$ cat src/rtl/temp_filt_pkg.sv
package temp_filt_pkg;

  typedef enum logic [1:0] {
    ST_OK       = 2'd0,
    ST_NO_POWER = 2'd1,
    ST_TOO_FEW  = 2'd2
  } tf_status_e;

  typedef enum logic [1:0] {
    F_IDLE = 2'd0,
    F_PWR  = 2'd1,
    F_SUM  = 2'd2,
    F_DIV  = 2'd3
  } tf_state_e;

endpackage

$ cat src/rtl/temp_convert.sv
module temp_convert #(
  parameter int RAW_W     = 16,
  parameter int TEMP_W    = 16,
  parameter int TJ_W      = 8,
  parameter int FRAC_BITS = 6,
  parameter int K_OFFSET  = 273
) (
  input  logic [RAW_W-1:0]  raw_i,
  input  logic [TJ_W-1:0]   tjmax_i,
  output logic [TEMP_W-1:0] kelvin_o
);
  logic [RAW_W-1:0] neg;
  logic [RAW_W-1:0] below_max;

  always_comb begin
    neg       = ~raw_i + RAW_W'(1);
    below_max = neg >> FRAC_BITS;
    kelvin_o  = TEMP_W'(tjmax_i) + TEMP_W'(K_OFFSET) - TEMP_W'(below_max);
  end
endmodule

$ cat src/rtl/sample_ring.sv
module sample_ring #(
  parameter int DEPTH   = 4,
  parameter int TEMP_W  = 16,
  parameter int RESET_K = 300
) (
  input  logic                          clk_i,
  input  logic                          rst_ni,
  input  logic                          wr_i,
  input  logic [TEMP_W-1:0]             wr_val_i,
  input  logic                          wr_ok_i,
  output logic [DEPTH-1:0][TEMP_W-1:0]  vals_o,
  output logic [DEPTH-1:0]              oks_o
);
  localparam int IDX_W = (DEPTH > 1) ? $clog2(DEPTH) : 1;

  logic [IDX_W-1:0] wr_idx;

  // power-of-two depth: index wraps by natural overflow
  always_ff @(posedge clk_i or negedge rst_ni) begin
    if (!rst_ni)   wr_idx <= '0;
    else if (wr_i) wr_idx <= wr_idx + IDX_W'(1);
  end

  for (genvar g = 0; g < DEPTH; g++) begin : g_slot
    always_ff @(posedge clk_i or negedge rst_ni) begin
      if (!rst_ni) begin
        vals_o[g] <= TEMP_W'(RESET_K);
        oks_o[g]  <= 1'b1;
      end else if (wr_i && (wr_idx == IDX_W'(g))) begin
        vals_o[g] <= wr_val_i;
        oks_o[g]  <= wr_ok_i;
      end
    end
  end
endmodule

$ cat src/rtl/seq_divider.sv
module seq_divider #(
  parameter int N_W = 18,
  parameter int D_W = 3,
  parameter int Q_W = 16
) (
  input  logic           clk_i,
  input  logic           rst_ni,
  input  logic           start_i,
  input  logic [N_W-1:0] num_i,
  input  logic [D_W-1:0] den_i,
  output logic [Q_W-1:0] quo_o,
  output logic           done_o
);
  localparam int C_W = $clog2(N_W + 1);

  logic [N_W-1:0] sh;
  logic [D_W-1:0] rem;
  logic [D_W-1:0] den;
  logic [C_W-1:0] left;
  logic           run;
  logic [D_W:0]   trial;
  logic           fits;

  always_comb begin
    trial = {rem, sh[N_W-1]};
    fits  = (trial >= {1'b0, den});
  end

  always_ff @(posedge clk_i or negedge rst_ni) begin
    if (!rst_ni) begin
      sh     <= '0;
      rem    <= '0;
      den    <= '0;
      left   <= '0;
      run    <= 1'b0;
      done_o <= 1'b0;
    end else begin
      done_o <= 1'b0;
      if (start_i) begin
        sh   <= num_i;
        rem  <= '0;
        den  <= den_i;
        left <= C_W'(N_W);
        run  <= 1'b1;
      end else if (run) begin
        // restoring step: quotient bits shift in behind the dividend
        rem  <= fits ? D_W'(trial - {1'b0, den}) : D_W'(trial);
        sh   <= {sh[N_W-2:0], fits};
        left <= left - C_W'(1);
        if (left == C_W'(1)) begin
          run    <= 1'b0;
          done_o <= 1'b1;
        end
      end
    end
  end

  assign quo_o = sh[Q_W-1:0];
endmodule

$ cat src/rtl/temp_avg_filter.sv
module temp_avg_filter
  import temp_filt_pkg::*;
#(
  parameter int DEPTH     = 4,
  parameter int RAW_W     = 16,
  parameter int TEMP_W    = 16,
  parameter int TJ_W      = 8,
  parameter int FRAC_BITS = 6,
  parameter int RESET_K   = 300,
  parameter int K_OFFSET  = 273
) (
  input  logic              clk_i,
  input  logic              rst_ni,
  input  logic              sample_i,
  input  logic [RAW_W-1:0]  raw_i,
  input  logic              raw_ok_i,
  input  logic [TJ_W-1:0]   tjmax_i,
  input  logic              pwr_good_i,
  input  logic              read_req_i,
  output logic [TEMP_W-1:0] temp_o,
  output logic [1:0]        status_o,
  output logic              done_o
);
  localparam int SUM_W = TEMP_W + ((DEPTH > 1) ? $clog2(DEPTH) : 1);
  localparam int CNT_W = $clog2(DEPTH + 1);

  logic [TEMP_W-1:0]            conv_k;
  logic [DEPTH-1:0][TEMP_W-1:0] vals;
  logic [DEPTH-1:0]             oks;
  logic [SUM_W-1:0]             sum;
  logic [CNT_W-1:0]             cnt;
  logic                         enough;
  logic                         div_start;
  logic                         div_done;
  logic [TEMP_W-1:0]            quo;
  tf_state_e                    state;

  temp_convert #(
    .RAW_W(RAW_W), .TEMP_W(TEMP_W), .TJ_W(TJ_W),
    .FRAC_BITS(FRAC_BITS), .K_OFFSET(K_OFFSET)
  ) u_conv (
    .raw_i    (raw_i),
    .tjmax_i  (tjmax_i),
    .kelvin_o (conv_k)
  );

  sample_ring #(
    .DEPTH(DEPTH), .TEMP_W(TEMP_W), .RESET_K(RESET_K)
  ) u_ring (
    .clk_i    (clk_i),
    .rst_ni   (rst_ni),
    .wr_i     (sample_i),
    .wr_val_i (conv_k),
    .wr_ok_i  (raw_ok_i),
    .vals_o   (vals),
    .oks_o    (oks)
  );

  // sum/count read from ring one cycle after request: a same-cycle write is included
  always_comb begin
    sum = '0;
    cnt = '0;
    for (int i = 0; i < DEPTH; i++) begin
      if (oks[i]) begin
        sum = sum + SUM_W'(vals[i]);
        cnt = cnt + CNT_W'(1);
      end
    end
    enough    = (cnt >= CNT_W'(2));
    div_start = (state == F_SUM) && enough;
  end

  seq_divider #(
    .N_W(SUM_W), .D_W(CNT_W), .Q_W(TEMP_W)
  ) u_div (
    .clk_i   (clk_i),
    .rst_ni  (rst_ni),
    .start_i (div_start),
    .num_i   (sum),
    .den_i   (cnt),
    .quo_o   (quo),
    .done_o  (div_done)
  );

  always_ff @(posedge clk_i or negedge rst_ni) begin
    if (!rst_ni) begin
      state    <= F_IDLE;
      temp_o   <= '0;
      status_o <= ST_OK;
      done_o   <= 1'b0;
    end else begin
      done_o <= 1'b0;
      unique case (state)
        F_IDLE: if (read_req_i) state <= pwr_good_i ? F_SUM : F_PWR;
        F_PWR: begin
          temp_o   <= '0;
          status_o <= ST_NO_POWER;
          done_o   <= 1'b1;
          state    <= F_IDLE;
        end
        F_SUM: begin
          if (!enough) begin
            temp_o   <= '0;
            status_o <= ST_TOO_FEW;
            done_o   <= 1'b1;
            state    <= F_IDLE;
          end else begin
            state <= F_DIV;
          end
        end
        F_DIV: begin
          if (div_done) begin
            temp_o   <= quo;
            status_o <= ST_OK;
            done_o   <= 1'b1;
            state    <= F_IDLE;
          end
        end
        default: state <= F_IDLE;
      endcase
    end
  end
endmodule

$ cat config.mk
export PLATFORM = sky130hd
export DESIGN_NAME = temp_avg_filter
export DESIGN_NICKNAME = d
export VERILOG_FILES = /design/src/rtl/temp_filt_pkg.sv /design/src/rtl/temp_convert.sv /design/src/rtl/sample_ring.sv /design/src/rtl/seq_divider.sv /design/src/rtl/temp_avg_filter.sv
export SDC_FILE = /design/constraint.sdc
export NUM_CORES = 1
export LEC_CHECK = 0
export BUFFER_PORTS_ARGS = -buffer_cell sky130_fd_sc_hd__clkbuf_2
export CORE_MARGIN = 2
export CORE_UTILIZATION = 30
export DETAILED_ROUTE_END_ITERATION = 8
export GPL_ROUTABILITY_DRIVEN = 1
export PLACE_DENSITY = 0.44
export REMOVE_ABC_BUFFERS = 1
export SETUP_SLACK_MARGIN = 0.05
export SLEW_MARGIN = 30
export SYNTH_ARGS = -nofsm -noshare
export SYNTH_HDL_FRONTEND = slang
export SYNTH_SLANG_ARGS = --single-unit
$ cat constraint.sdc
create_clock -name clk_i -period 8.9 [get_ports clk_i]
set_input_delay 2.225 -clock clk_i [delete_from_list [all_inputs] [get_ports clk_i]]
set_output_delay 2.225 -clock clk_i [all_outputs]
set_load 0.01 [all_outputs]
# Word-level counts from Yosys, hierarchy flattened

Cells that the tools add are included.

Flip-flop bits (word level): 122
RAM bits: 0
Output and inout bits: 19
Logic and storage cells: 89
Bits in latches: 0
Input port bits: 30
Memories kept: 0
Memory bits (read-only): 0

Shift-type cells: 0
Add/sub/neg operators: 12
Magnitude comparators: 2
Reduce and logical (&&, ||, !) cells: 11
Divide/modulo/power cells: 0
Mux-type cells: 34
Multiply operators: 0
Bitwise operators: 1
Eq/ne operators: 10

Operators by type and width:

| kind                  | count |
|---|---|
| $mux 18               | 5 |
| $add 18x16->18        | 3 |
| $mux 16               | 3 |
| $pmux 16 s3           | 1 |
| $mux 3                | 6 |
| $add 16x1->16 const B | 1 |
| $not 16->16           | 1 |
| $sub 10x10->11        | 1 |
| $add 8x9->10 const B  | 1 |
| $mux 2                | 5 |
| $mux 5                | 2 |
| $add 3x1->3 const B   | 3 |
| $mux 1                | 9 |
| $eq 2x2->1 const B    | 4 |
| $pmux 2 s4            | 1 |
| $pmux 2 s3            | 1 |
| $eq 5x1->1 const B    | 1 |
| $logic_and 1x1->1     | 5 |
| $sub 5x1->5 const B   | 1 |
| $eq 2x1->1 const B    | 2 |
| $ge 4x3->1            | 1 |
| $logic_not 2->1       | 2 |
| $ne 2x2->1 const B    | 2 |
| $ge 3x2->1 const B    | 1 |
| 8 further kinds       | 8 |

# Longest topological paths before layout

Gate-level depths: netlist of the first run.

Depth after elaboration: 10
Depth in mapped cells: 29
Gate-level depth less buffers: 28

# Hierarchy

Synthesis of the first run repeated with hierarchy kept, for this count alone.

Cells, all modules: 943
Area total of the unflattened synthesis: 9302.7 sq um

Modules (own cells, without submodules):

| module          | instances | sequential area each (sq um) | cells each | area an instance (sq um) |
|---|---|---|---|---|
| temp_avg_filter | 1         | 525.5                        | 535        | 3996.3 |
| sample_ring     | 1         | 1776.7                       | 156        | 2939.1 |
| seq_divider     | 1         | 775.7                        | 162        | 1646.6 |
| temp_convert    | 1         | 0.0                          | 90         | 720.7 |

# Worst setup path before layout of the first run

Ideal clock, no wire load.

Path type: register -> register
Start: reg u_ring.oks_o[0]
End: reg u_div.sh[15]
Data arrival time: 6.039 ns
Path buffers: 1
Slack: 2.750 ns
Library setup time: 0.111 ns
Stages on the path, launching flop included: 29
Clock period less this slack: 6.150 ns
Path through: dfstp_2 > clkbuf_1 > nand2_1 > inv_1 > ha_1 > a21o_1 > maj3_2 > a211o_1 > a21oi_1 > nor3_1 > xor2_1 > and3_1 > or2_2 > ha_1 > and2_1 > or4_1 > a21oi_1 > nor2_1 > mux2_2 > ha_1 > nand2_1 > nor2_1 > a21oi_1 > a311oi_1 > a31o_2 > or3_1 > o21ai_0 > xor2_1 > a222oi_1

Longest elaborated chain between the ends: 10

Ends and longest elaborated chain:

| what                                                                    | RTL line          | text |
|---|---|---|
| from (decl)                                                             | sample_ring.sv:12 | `output logic [DEPTH-1:0] oks_o` |
| from (signal, indexed assignment)                                       | sample_ring.sv:31 | `oks_o[g] <= wr_ok_i;` |
| parallel branches: the longest is 10 deep, another holds $add 18x16->18 | --                |  |
| to (signal assigned)                                                    | seq_divider.sv:40 | `sh <= num_i;` |
| to (signal assigned)                                                    | seq_divider.sv:48 | `sh <= {sh[N_W-2:0], fits};` |
| to (decl)                                                               | seq_divider.sv:16 | `logic [N_W-1:0] sh;` |

Several ways; the timed one is not identified.
A chain may end at the register's enable or synchronous reset.

# Worst setup path in the final report of the first run

Same ends and word-level chain as after synthesis.

==> impl_metrics.yaml, run 1 <==
timing:
  setup_viol: 0
  final_max_slew_viol_count: 0
  finalCritPeriodShare: 0.7249
  finalHoldViolCount: 0
  fmax_mhz: 155.0
  slew_headroom: 0.4931
  skew_ns: 0.01158
  fin_setup_tns_ns: 0
  worst_slew_pin_slew_ns: 0.7604
  post-route-min-period_ns: 6.451
  rsz0062_at_grt: "false"
placed_design:
  hpwl_mm: 13.58
  portBuffers: 48
  gp_congestion: 0.7638
  placed_cells: 1167
route:
  drt_pre_antenna_iters: 4
  avgRoutedWirePerCell_um: 14.82
  vias: 5765
  ant_nets: 0
  drc_errors: 0
  avgViaCountPerCell: 4.877
  drt_iter0_drc: 271
  routed_wl_mm: 17.51
synthesis:
  seq_area_frac_synth: 0.3436
  syn_area_um2: 7502
  synth_top_area_share: 0.2735
  ys_warn_count: 0
  synthTopCellsByArea: "dfrtp_1 (27%), ha_1 (12%), mux2_2 (7.2%)"
  async_reset_ff_frac: 1.000
  synth_ff_type: "dfrtp_1"
  post-synth-top-area-cell: "dfrtp_1"
  synth.avg_cell_area_um2: 9.160
  synth_edf_count: 0
  synth-seq-cells: 102
  synthCells: 819
  netlist-cell-type-count: 68
die:
  die_w_um: 162.1
  core_um2: 24460
  start_util: 0.3067
  fp.dieH_um: 162.1
  ios: 49
  num_rows: 57
  die-area_um2: 26290
worst_setup_path:
  arrival_ns: 6.70
  timing.rr.start: "u_ring.oks_o[0]"
  rrSetupSlack_ns: 2.45
  critPathMaxStageDelay_ns: 0.71
  crit_required_ns: 9.15
  end_kind: "register"
  timing.rr.end: "u_div.sh[15]"
  critPathKind: "register to register"
  crit_path_start_kind: "register"
  crit_path_max_fanout: 18
  reg2regPathDepth: 27
  cp_slowest_cell: "dfstp_2"
final_layout:
  final_cells: 1182
  drive_gt1_frac: 0.1713
  nFillCells: 2551
  num-nets-final: 960
  synthToLayoutAreaGrowth_pct: 11.41
  regArea_um2: 2577
  antennaDiodeCount: 0
  multiInputGateArea_um2: 4661
clocking:
  clkLatencyLatePin_ns: 0.36
  clockBufferDepth: 2
  clock_sinks: 102
  hold_buffers: 0
  clkTransAtPathRegs_ns: 0.08
  tritoncts: "yes"
  post_cts_buffers: 0
  cts_root_buf: "clkbuf_16"
  post_cts_resized: 0
  cts_buffers: 9
  cts_htree_levels: 3
worst_hold_path:
  hold_class: "register to register"
  hold_start: "temp_o[15]"
  hold_end: "temp_o[15]"
  hold_depth: 2
grt:
  grt_pass1_vias: 5763
  grt.overflow.total: 0
  antenna_found_initial: 0
  grt_max_degree: 59
  grt_pass1_wl_mm: 30.11
  grtUsageTotal: 0.1424
outcome:
  status: "finished clean"
job:
  cap_violations: 0
metrics by stage:
step / setup slack (ns) / hold slack [ns] / utilization / instance area (um2)
2_1_floorplan: 2.925 / 0.4402 / - / 7390
3_3_place_gp: 2.514 / 0.4505 / 0.3301 / 8075
3_5_place_dp: 2.457 / 0.4549 / 0.3301 / 8075
4_1_cts: 2.423 / 0.4738 / 0.3416 / 8356
5_1_grt: 1.886 / 0.4944 / 0.3417 / 8358
6_report: 2.449 / 0.4672 / 0.3417 / 8358
per-layer routing:
metal / global-route usage / wire (um) / vias to the layer above
li1: - / - / 2981
met1: 0.1966 / 8926 / 2679
met2: 0.2277 / 7692 / 87
met3: 0.02247 / 503 / 18
met4: 0.04706 / 391 / 0
met5: 0 / 0 / -
state kept, by name, indices dropped and copies added (netlist names):
signal / count
u_div.run: 1
u_div.left: 5
u_ring.wr_idx: 2
state: 2
u_div.sh: 18
u_div.rem: 3
temp_o: 16
done_o: 1
u_div.den: 3
u_ring.oks_o: 4
u_div.done_o: 1
status_o: 2
u_ring.vals_o: 44
critical path, delay by kind of cell, from the launching register on:
family / cells / cell delay (ns)
DFF: 1 / 0.71
adders and majority gates: 4 / 1.23
and+or+nand+nor: 10 / 1.86
buffers and inverters: 1 / 0.11
muxes: 1 / 0.29
xor gates and xnor gates: 2 / 0.25
AOI/OAI and AO/OA: 9 / 1.89
synth_stat cells, types with 12 or more instances:
cell and number:
inv_1 40, clkbuf_1 23, a21o_1 17, o21ai_0 44, xor2_1 24, nand2_1 102
a21oi_1 56, dfrtp_1 82, o21a_1 12, nor2_1 54, ha_1 71, nand3_1 26
dfstp_2 20, mux2_2 48, mux2i_1 16, xnor2_1 30
layout make-up:
cell class	instances	area share
multi-input cells	647	0.5576
flip-flops and latches	102	0.3084
repair buffers	53	0.03353
inverters	41	0.01841
clock inverters	6	0.006587
clock buffers	9	0.02695
well taps	324	0.04850
layout by cell type, fill, tap and decap left out, types with 26 or more instances in the layout:
cell / n
nand2_1: 102
dfrtp_1: 82
ha_1: 71
a21oi_1: 56
nor2_1: 53
mux2_2: 48
clkbuf_2: 47
o21ai_0: 43
inv_1: 40
xnor2_1: 30
nand3_1: 26
worst max-delay path by stage:
stage,start,end
6_report,u_ring.oks_o[0],u_div.sh[15]
5_1_grt,u_ring.oks_o[0],u_div.sh[15]
4_1_cts,u_ring.oks_o[0],u_div.sh[15]
3_5_place_dp,u_ring.oks_o[0],u_div.sh[15]
3_3_place_gp,u_ring.oks_o[0],u_div.sh[15]
2_1_floorplan,u_ring.oks_o[0],u_div.sh[15]
cell families (layout without fill, tap and decap cells):
family / after synthesis / in the layout / share of synthesized area
xor+xnor: 54 / 54 / 0.06304
buf+inv: 70 / 109 / 0.03552
simple gates: 245 / 245 / 0.1488
flops: 102 / 102 / 0.3436
fa+ha+maj: 77 / 77 / 0.1333
compound gates: 207 / 207 / 0.1825
mux: 64 / 64 / 0.09340
Power of run 1 is not shown: default switching activity piles up to over one toggle a cycle in this logic, so the estimate is an artifact.
==> run 2, diff against run 1 <==
==> constraint.sdc (replaced) <==
create_clock -name clk_i -period 6.25 [get_ports clk_i]
set_input_delay 1.5625 -clock clk_i [delete_from_list [all_inputs] [get_ports clk_i]]
set_output_delay 1.5625 -clock clk_i [all_outputs]
set_load 0.01 [all_outputs]
==> run 2 against run 1 <==
  * Register-to-register slack got worse by 2.1 ns
  * First-iteration DRC count up 3.0%
  * Sequential cell count unchanged
  * Clock skew up 0.0016 ns
  * Via count grew 1.2%
  * Die area is the same
  * Worst setup slack got worse by 2.1 ns
  * Critical path depth is 2 higher
  * Hold slack barely moved
  * Fmax is 8.5% higher
  * Global-route usage fell by 0.14 points
  * Largest cell class unchanged
==> impl_metrics.yaml, run 2 (same netlist as run 1, synthesis figures left out) <==
clocking:
  clkTransAtPathRegs_ns: 0.08
  clkLatencyLatePin_ns: 0.36
  clock_sinks: 102
  cts_htree_levels: 3
  cts_buffers: 9
  cts_root_buf: "clkbuf_16"
  hold_buffers: 0
  tritoncts: "yes"
  clockBufferDepth: 2
final_layout:
  final_cells: 1190
  largest_register_ffs: 44
  synthToLayoutAreaGrowth_pct: 14.21
  final_cell_mix: "nand2_1 (102), dfrtp_1 (82), ha_1 (68)"
  reg_top3: "u_ring.vals_o (44), u_div.sh (18), temp_o (16)"
  layout_commonest_cell: "nand2_1"
  drive_gt1_frac: 0.2102
  final_util: 0.3503
  top_register: "u_ring.vals_o"
  num-nets-final: 968
  nFillCells: 2523
  antennaDiodeCount: 0
route:
  dr_wl_met2_mm: 8.042
  drt_iter0_drc: 279
  avgViaCountPerCell: 4.903
  routed_wl_mm: 17.68
  wl_met3_um: 502
  routed.top_layer: "met4"
  vias: 5835
  avgRoutedWirePerCell_um: 14.86
  drt_pre_antenna_iters: 4
  drc_errors: 0
  ant_nets: 0
  wl_met1_mm: 8.958
timing:
  post-route-min-period_ns: 5.945
  finalCritPeriodShare: 0.9513
  worst_slew_pin_slew_ns: 0.7546
  finalHoldViolCount: 0
  fmax_mhz: 168.2
  slew_headroom: 0.4957
  setup_viol: 0
  rsz0062_at_grt: "true"
  skew_ns: 0.01319
  final_max_slew_viol_count: 0
placed_design:
  portBuffers: 48
  placed_cells: 1171
  hpwl_mm: 13.58
  gp_congestion: 0.8044
die:
  die_w_um: 162.1
  core_um2: 24460
  start_util: 0.3067
  ios: 49
  num_rows: 57
  die-area_um2: 26290
  fp.dieH_um: 162.1
grt:
  grt_max_degree: 54
  grt_pass1_vias: 5703
  grtUsageTotal: 0.1410
  grt_pass1_wl_mm: 29.84
  grt.overflow.total: 0
  antenna_found_initial: 0
worst_setup_path:
  timing.rr.start: "u_ring.oks_o[0]"
  critPathKind: "register to register"
  critPathMaxStageDelay_ns: 0.38
  crit_path_start_kind: "register"
  crit_path_max_fanout: 4
  startpoint: "u_ring.oks_o[0]"
  crit_required_ns: 6.50
  arrival_ns: 6.19
  end_kind: "register"
  cpMostUsedCell: "buf_4"
  cp_slowest_cell: "dfstp_2"
job:
  cap_violations: 0
outcome:
  status: "finished clean"
worst_hold_path:
  hold_class: "register to register"
  hold_start: "temp_o[9]"
run 2: layout make-up:
cell class / count / area (um2) / area share
Sequential cell: 102 / 2577 / 0.3008
Clock inverter: 6 / 55.05 / 0.006425
Tap cell: 324 / 405.4 / 0.04731
Timing Repair Buffer: 61 / 340.3 / 0.03972
Clock buffer: 9 / 225.2 / 0.02629
Inverter: 41 / 153.9 / 0.01796
Multi-Input combinational cell: 647 / 4811 / 0.5615
run 2: worst paths after layout:
| check | end | slack, ns | cells after the start |
|---|---|---|---|
| setup / recovery | u_div.sh[15] | 0.30 | 29 |
| hold / removal | temp_o[9] | 0.47 | 2 |
| setup reg to reg | u_div.sh[15] | 0.30 | 29 |
| hold reg to reg | temp_o[9] | 0.47 | 2 |
| max in group asynchronous | u_ring.vals_o[39] | 3.88 | 2 |
| min in group asynchronous | status_o[1] | 1.23 | 1 |
run 2: what timing repair did:
| action | CTS | global route |
|---|---|---|
| resized for setup | 1 | 34 |
| endpoints found under the hold margin | 0 | 0 |
| buffers inserted | 0 | 4 |
| pin swaps | 0 | 14 |
| endpoints found under the setup margin | 1 | 5 |
run 2: worst max-delay path: cells and delay by family (launching register included):
family                     cells  cell delay, ns
buffers and inverters          3            0.37
and+or+nand+nor                9            1.34
muxes                          1            0.28
AOI/OAI and AO/OA             10            2.20
DFF                            1            0.38
xor gates and xnor gates       2            0.25
adders and majority gates      4            1.05
run 2: layer usage:
layer / up-vias / global-route usage
met4: 0 / 0.03258
met5: - / 0
met3: 11 / 0.02094
met2: 94 / 0.2366
met1: 2723 / 0.1919
li1: 3007 / -
run 2: stage by stage:
step / cell area, um2 / TNS [ns] / worst slack (ns) / hold WS, ns
detailed placement: 8105 / 0 / 0.06786 / 0.4593
finish: 8568 / 0 / 0.3047 / 0.4676
floorplan: 7390 / 0 / 0.2753 / 0.4402
global route: 8568 / -0.004386 / -0.004386 / 0.4965
CTS: 8389 / 0 / 0.08400 / 0.4773
global placement: 8105 / 0 / 0.1670 / 0.4520
Power of run 2 is left out for the same reason.
